## src/rtl/calseq_pkg.sv

```systemverilog
package calseq_pkg;
  typedef enum logic [2:0] {
    MD_IDLE = 3'b000,
    MD_IZS  = 3'b100,
    MD_IFS  = 3'b101,
    MD_SZS  = 3'b110,
    MD_SFS  = 3'b111
  } cal_mode_e;

  // bit 0 clear: zero-scale (offset); set: full-scale (gain)
  function automatic logic is_full_scale(input logic [2:0] m);
    return m[0];
  endfunction

  // bit 1 clear: internal source, dc excitation forced
  function automatic logic is_internal(input logic [2:0] m);
    return ~m[1];
  endfunction
endpackage

```

## src/rtl/calseq_cfg_reg.sv

```systemverilog
module calseq_cfg_reg #(
  parameter int CH_W = 1
) (
  input  logic            clk,
  input  logic            rst_n,
  input  logic            wr_en,
  input  logic [2:0]      wr_mode,
  input  logic [CH_W-1:0] wr_chan,
  input  logic            wr_chop,
  input  logic            wr_ac,
  input  logic            wr_fast,
  input  logic            wr_skip,
  input  logic            busy,
  input  logic            done,
  output logic            start,
  output logic [2:0]      mode_q,
  output logic [CH_W-1:0] chan_q,
  output logic            chop_q,
  output logic            ac_q,
  output logic            fast_q,
  output logic            skip_q
);
  logic accept;

  assign accept = wr_en & ~busy;
  assign start  = accept & wr_mode[2];

  always_ff @(posedge clk) begin
    if (!rst_n) begin
      mode_q <= 3'b000;
      chan_q <= '0;
      chop_q <= 1'b1;
      ac_q   <= 1'b0;
      fast_q <= 1'b0;
      skip_q <= 1'b0;
    end else if (accept) begin
      mode_q <= wr_mode;
      chan_q <= wr_chan;
      chop_q <= wr_chop;
      ac_q   <= wr_ac;
      fast_q <= wr_fast;
      skip_q <= wr_skip;
    end else if (done) begin
      mode_q <= 3'b000;
    end
  end
endmodule

```

## src/rtl/calseq_timer.sv

```systemverilog
module calseq_timer
  import calseq_pkg::*;
#(
  parameter int DUR_CHOP   = 22,
  parameter int DUR_NOCHOP = 24
) (
  input  logic       clk,
  input  logic       rst_n,
  input  logic       start,
  input  logic [2:0] start_mode,
  input  logic       start_chop,
  input  logic       rate_tick,
  output logic       busy,
  output logic       done
);
  localparam int DUR_BASE_MAX = (DUR_CHOP > DUR_NOCHOP) ? DUR_CHOP : DUR_NOCHOP;
  localparam int DUR_MAX      = 2 * DUR_BASE_MAX;
  localparam int CNT_W        = $clog2(DUR_MAX + 1);

  logic [CNT_W-1:0] cnt_q;
  logic [CNT_W-1:0] last_q;
  logic [CNT_W-1:0] last_d;

  always_comb begin
    if (start_mode == MD_IFS)
      last_d = start_chop ? CNT_W'(2 * DUR_CHOP - 1) : CNT_W'(2 * DUR_NOCHOP - 1);
    else
      last_d = start_chop ? CNT_W'(DUR_CHOP - 1) : CNT_W'(DUR_NOCHOP - 1);
  end

  assign done = busy & rate_tick & (cnt_q == last_q);

  always_ff @(posedge clk) begin
    if (!rst_n) begin
      busy   <= 1'b0;
      cnt_q  <= '0;
      last_q <= '0;
    end else if (start) begin
      busy   <= 1'b1;
      cnt_q  <= '0;
      last_q <= last_d;
    end else if (done) begin
      busy  <= 1'b0;
      cnt_q <= '0;
    end else if (busy && rate_tick) begin
      cnt_q <= cnt_q + 1'b1;
    end
  end
endmodule

```

## src/rtl/calseq_override.sv

```systemverilog
module calseq_override (
  input  logic busy,
  input  logic internal_src,
  input  logic ac_q,
  input  logic fast_q,
  input  logic skip_q,
  output logic ac_eff,
  output logic fast_eff,
  output logic skip_eff
);
  always_comb begin
    fast_eff = fast_q & ~busy;
    skip_eff = skip_q & ~busy;
    ac_eff   = ac_q & ~(busy & internal_src);
  end
endmodule

```

## src/rtl/calseq_coef_bank.sv

```systemverilog
module calseq_coef_bank #(
  parameter int          NCH      = 2,
  parameter int          DW       = 24,
  parameter int          CH_W     = 1,
  parameter logic [DW-1:0] OFS_RST  = 24'h800000,
  parameter logic [DW-1:0] GAIN_RST = 24'h5A5A5A
) (
  input  logic              clk,
  input  logic              rst_n,
  input  logic              upd_ofs,
  input  logic              upd_gain,
  input  logic [CH_W-1:0]   chan,
  input  logic [DW-1:0]     data,
  output logic [NCH*DW-1:0] ofs_flat,
  output logic [NCH*DW-1:0] gain_flat
);
  for (genvar c = 0; c < NCH; c++) begin : g_ch
    logic sel;
    logic [DW-1:0] ofs_q;
    logic [DW-1:0] gain_q;

    assign sel = (chan == CH_W'(c));

    always_ff @(posedge clk) begin
      if (!rst_n) begin
        ofs_q  <= OFS_RST;
        gain_q <= GAIN_RST;
      end else begin
        if (upd_ofs && sel)  ofs_q  <= data;
        if (upd_gain && sel) gain_q <= data;
      end
    end

    assign ofs_flat[c*DW +: DW]  = ofs_q;
    assign gain_flat[c*DW +: DW] = gain_q;
  end
endmodule

```

## src/rtl/calseq_ctrl.sv

```systemverilog
module calseq_ctrl
  import calseq_pkg::*;
#(
  parameter int            NCH        = 2,
  parameter int            DW         = 24,
  parameter int            CH_W       = (NCH > 1) ? $clog2(NCH) : 1,
  parameter int            DUR_CHOP   = 22,
  parameter int            DUR_NOCHOP = 24,
  parameter logic [DW-1:0] OFS_RST    = 24'h800000,
  parameter logic [DW-1:0] GAIN_RST   = 24'h5A5A5A
) (
  input  logic              clk,
  input  logic              rst_n,
  input  logic              wr_en,
  input  logic [2:0]        wr_mode,
  input  logic [CH_W-1:0]   wr_chan,
  input  logic              wr_chop,
  input  logic              wr_ac,
  input  logic              wr_fast,
  input  logic              wr_skip,
  input  logic              rate_tick,
  input  logic [DW-1:0]     conv_data,
  output logic              cal_busy,
  output logic [2:0]        mode_q,
  output logic              chop_q,
  output logic              ac_eff,
  output logic              fast_eff,
  output logic              skip_eff,
  output logic [NCH*DW-1:0] ofs_flat,
  output logic [NCH*DW-1:0] gain_flat
);
  logic            start;
  logic            done;
  logic [CH_W-1:0] chan_q;
  logic            ac_q;
  logic            fast_q;
  logic            skip_q;
  logic            upd_ofs;
  logic            upd_gain;

  calseq_cfg_reg #(.CH_W(CH_W)) u_cfg (
    .clk(clk), .rst_n(rst_n), .wr_en(wr_en), .wr_mode(wr_mode),
    .wr_chan(wr_chan), .wr_chop(wr_chop), .wr_ac(wr_ac),
    .wr_fast(wr_fast), .wr_skip(wr_skip), .busy(cal_busy), .done(done),
    .start(start), .mode_q(mode_q), .chan_q(chan_q), .chop_q(chop_q),
    .ac_q(ac_q), .fast_q(fast_q), .skip_q(skip_q)
  );

  calseq_timer #(.DUR_CHOP(DUR_CHOP), .DUR_NOCHOP(DUR_NOCHOP)) u_tmr (
    .clk(clk), .rst_n(rst_n), .start(start), .start_mode(wr_mode),
    .start_chop(wr_chop), .rate_tick(rate_tick), .busy(cal_busy), .done(done)
  );

  calseq_override u_ovr (
    .busy(cal_busy), .internal_src(is_internal(mode_q)), .ac_q(ac_q),
    .fast_q(fast_q), .skip_q(skip_q), .ac_eff(ac_eff),
    .fast_eff(fast_eff), .skip_eff(skip_eff)
  );

  assign upd_ofs  = done & ~is_full_scale(mode_q);
  assign upd_gain = done &  is_full_scale(mode_q);

  calseq_coef_bank #(
    .NCH(NCH), .DW(DW), .CH_W(CH_W), .OFS_RST(OFS_RST), .GAIN_RST(GAIN_RST)
  ) u_bank (
    .clk(clk), .rst_n(rst_n), .upd_ofs(upd_ofs), .upd_gain(upd_gain),
    .chan(chan_q), .data(conv_data), .ofs_flat(ofs_flat), .gain_flat(gain_flat)
  );
endmodule

```

## config.mk

```make
export PLATFORM = sky130hd
export DESIGN_NAME = calseq_ctrl
export DESIGN_NICKNAME = d
export VERILOG_FILES = /design/src/rtl/calseq_pkg.sv /design/src/rtl/calseq_cfg_reg.sv /design/src/rtl/calseq_timer.sv /design/src/rtl/calseq_override.sv /design/src/rtl/calseq_coef_bank.sv /design/src/rtl/calseq_ctrl.sv
export SDC_FILE = /design/constraint.sdc
export NUM_CORES = 1
export LEC_CHECK = 0
export ABC_AREA = 1
export ABC_CLOCK_PERIOD_IN_PS = 2300
export CORE_ASPECT_RATIO = 0.6
export CORE_MARGIN = 5
export CORE_UTILIZATION = 41
export DETAILED_ROUTE_END_ITERATION = 6
export GPL_TIMING_DRIVEN = 1
export PLACE_DENSITY_LB_ADDON = 0.25
export SLEW_MARGIN = 10
export SYNTH_ARGS = -nofsm -noshare
export SYNTH_HDL_FRONTEND = slang
export SYNTH_SLANG_ARGS = --single-unit
```

## constraint.sdc

```tcl
create_clock -name clk -period 2.3 [get_ports clk]
set_input_delay 0.575 -clock clk [delete_from_list [all_inputs] [get_ports clk]]
set_output_delay 0.575 -clock clk [all_outputs]
set_load 0.02 [all_outputs]
```

==> reports/results.env <==
DP_HPWL_MM=11.5
CRITICAL_PATH.SLOWEST_CELL='clkdlybuf4s50_1'
GRT_PASS1_WL_MM=26.2
IO_PINS=140
GRT_USAGE_PCT=21.4
INITIAL_DRT_PASS_ITERATIONS=5
CRITPATHBUFINV=2
COMBINED_AREA_OF_ALL_SYNTHESIZED_CELLS_MM2=0.00535
WORST-SLEW-PIN-TRANSITION_PS=404
TRITONCTS_NUM_SINKS=116
POWER.DENSITY_mW_PER_MM2=721
SETUP_TNS_PS=0
IR_DROP_uV=475
DIODES=0
CLKLATENCYLATEPIN_PS=410
SYN_AREA_PER_CELL_UM2=6.64
SLEW_HEADROOM_PCT=73.1
DRTITER0DRC=342
CTS_TREE='built'
WORST_EP_ARRIVAL_TIME_PS=1580
ROUTE.DETAILED.WL_PER_INST_UM=14.7
CLOCK_TREE.HTREE_LEVEL_COUNT=4
DIE_HEIGHT_UM=98.5
CLK_PIN_SLEW_PS=50
CTS-BUFFERS-INSERTED=17
DRCVIOLATIONCOUNT=0
YOSYS_REGISTER_BITS=116
FIN_NETS=972
POST_DRT_VIA_CELL_RATIO=4.80
DATA_REQUIRED_CRITICAL_PATH_PS=1730
GRT_SETUP_UNREPAIRED='false'
DRIVE_GT1_SHARE_PCT=7.38
TIMING.CRITICAL_PATH.SLOWEST_CELL_DELAY_PS=530
LAYOUT.FILLER_CELLS=1228
SYN-NUM-NETS=843
FIN_SKEW_PS=7.74
PATH_MAX_FANOUT=5
TIMING.CRITICAL_PATH.TO_TYPE='output port'
DIEAREA_MM2=0.0155
FIN_CRIT_PS=2160
YOSYS_WARNINGS=0
SYNTH.LIB_CELLS_USED.DISTINCT=26
WORSTSETUPSTARTPOINTTYPE='flop'
INITIAL_CORE_UTIL_PCT=41.8
WORSTPATHCELLLIST='inv_1 > o21a_1 > clkdlybuf4s50_1'
DRTANTENNAVIOLNETS=0
POSTROUTEWIRELENGTH_MM=16.4
FIN_CRIT_SH_PCT=93.8
FIRST_GLOBAL_VIAS=4901
CRITICAL_PATH_S_TOP_DELAY_FAMILY='buffers and inverters'
CORE_AREA_MM2=0.0128
SETUP_VIOL=0
GRT_REMAINING_OVERFLOW=0
ROUTABILITYCONGESTION=0.817
CAP_VIOL_MAX_COUNT=0
MAXCLOCKFREQUENCY_MHz=463
STATUS='finished, final reports clean'
LARGEST_NET_DEGREE_AT_THE_START_OF_GLOBAL_ROUTING=81
CLOCKBUFFERDEPTH=2
SLEW_VIOL_FINAL=0
SYNTH_SEQ_AREA_SHARE_PCT=43.4
CTS-ROOT-BUF='clkbuf_16'
FINALCOREUTILIZATION_PCT=59.3
PLACEMENT.IO_BUFFERS=139
AREA.GROWTH.SYNTH_TO_FINAL_PCT=42.0
HORIZONTAL_DIE_DIMENSION_UM=158
HOLD_FIX_BUFFER_COUNT_AFTER_CTS=0
NETLIST_INSTANCES=806
TOTAL_LEAKAGE_POWER_uW=0.00348
FINALHOLDVIOLCOUNT=0
TYPE_OF_THE_MOST_CRITICAL_HOLD_PATH='reg2reg'
DR_TOTAL_VIAS=5365
WS_PATH_TYPE='reg2out'
ROW_COUNT=32
INITIAL_ANTENNA_VIOLATION_COUNT=0
-- worst register-to-register path, stage by stage, from the launching register on --
cell	delay, ps
dfxtp_2	340
buf_4	360
inv_1	120
buf_4	240
nand4_2	160
buf_4	240
nand2_1	90
inv_1	60
nor2_1	40
-- area by class of cell --
| cell class | instances | area [um^2] | area share, % |
|---|---|---|---|
| clock inverter | 8 | 120 | 1.58 |
| timing repair buffer | 163 | 1630 | 21.5 |
| tap | 170 | 213 | 2.80 |
| sequential | 116 | 2330 | 30.6 |
| clock buffer | 24 | 512 | 6.73 |
| multi-input combinational | 452 | 2110 | 27.7 |
| inverter | 185 | 694 | 9.13 |
-- Yosys cell counts, drive strengths merged --
cell type  number  area share (%)
o21a            1            0.14
o31ai           1            0.14
nand2         202              14
clkbuf         21             1.5
clkinv          1           0.070
dfxtp         116              43
inv           184              13
nor3            3            0.28
a211oi          1            0.14
ha              1            0.23
nand3          31             2.9
buf            32             2.9
nor2           86             6.4
o21ai           8            0.75
nand4         100              12
a21oi          13             1.2
xor2            3            0.49
xnor2           2            0.33
-- placed cells by master (no fill, tap or decap), types with 8 or more instances in the layout --
| master | instances |
|---|---|
| buf_4 | 20 |
| nand2_1 | 201 |
| a21oi_1 | 13 |
| nand4_1 | 96 |
| clkbuf_16 | 17 |
| inv_1 | 181 |
| clkdlybuf4s50_1 | 138 |
| o21ai_0 | 8 |
| nand3_1 | 31 |
| nor2_1 | 83 |
| dfxtp_1 | 113 |
-- worst paths after layout --
path / slack, ps / cells past startpoint / endpoint / from
worst max-delay path: 140 / 3 / ac_eff / u_tmr.busy
worst min-delay path: 450 / 2 / u_cfg.fast_q / u_cfg.fast_q
worst max register to register: 540 / 8 / u_bank.g_ch[1].ofs_q[1] / u_cfg.mode_q[0]
worst min register to register: 450 / 2 / u_cfg.fast_q / u_cfg.fast_q
-- timing repair --
action | CTS | global route
buffers inserted | 0 | 0
resized for setup | 0 | 1
endpoints found under the setup margin | 0 | 1
-- metrics by stage --
stage          power (uW)  area, um^2  setup slack [ps]  hold slack (ps)  instances
2_1_floorplan        2450        5350               694              431        806
3_3_place_gp         2710        6970               106              440       1086
6_report             5480        7600               142              450       1118
3_5_place_dp         2710        6970              98.6              446       1086
5_1_grt              5680        7600              95.3              484       1118
4_1_cts              5520        7600              32.2              457       1118
-- sequential cells by signal, indices dropped and copies added (netlist names), 3 cells and up --
| signal | count |
|---|---|
| u_bank.g_ch.gain_q | 48 |
| u_bank.g_ch.ofs_q | 48 |
| u_tmr.cnt_q | 6 |
| u_tmr.last_q | 5 |
| u_cfg.mode_q | 3 |
-- power breakdown --
| group | leakage (uW) | switching [uW] | internal [uW] |
|---|---|---|---|
| logic | 0.00223 | 366 | 219 |
| registers | 0.000940 | 28.9 | 2060 |
| clock network | 0.000308 | 936 | 1870 |
-- cell families (layout without fill, tap and decap cells) --
group	count (synthesis)	in the layout	share of synthesized area, %
flip-flops	116	116	43.4
XOR/XNOR	5	5	0.818
adder cells (fa/ha/maj)	1	1	0.234
AND/OR/NAND/NOR	422	422	35.9
buffers and inverters	238	380	17.3
AO/OA/AOI/OAI	24	24	2.38
-- metal layers --
metal	track usage (%)	routed length, um	vias to the layer above
met3	7.77	1680	25
li1	-	-	2729
met5	0	0	-
met4	7.01	226	0
met1	32.0	8080	2387
met2	28.2	6450	224
No activity file was read; power rests on OpenSTA's default activity.
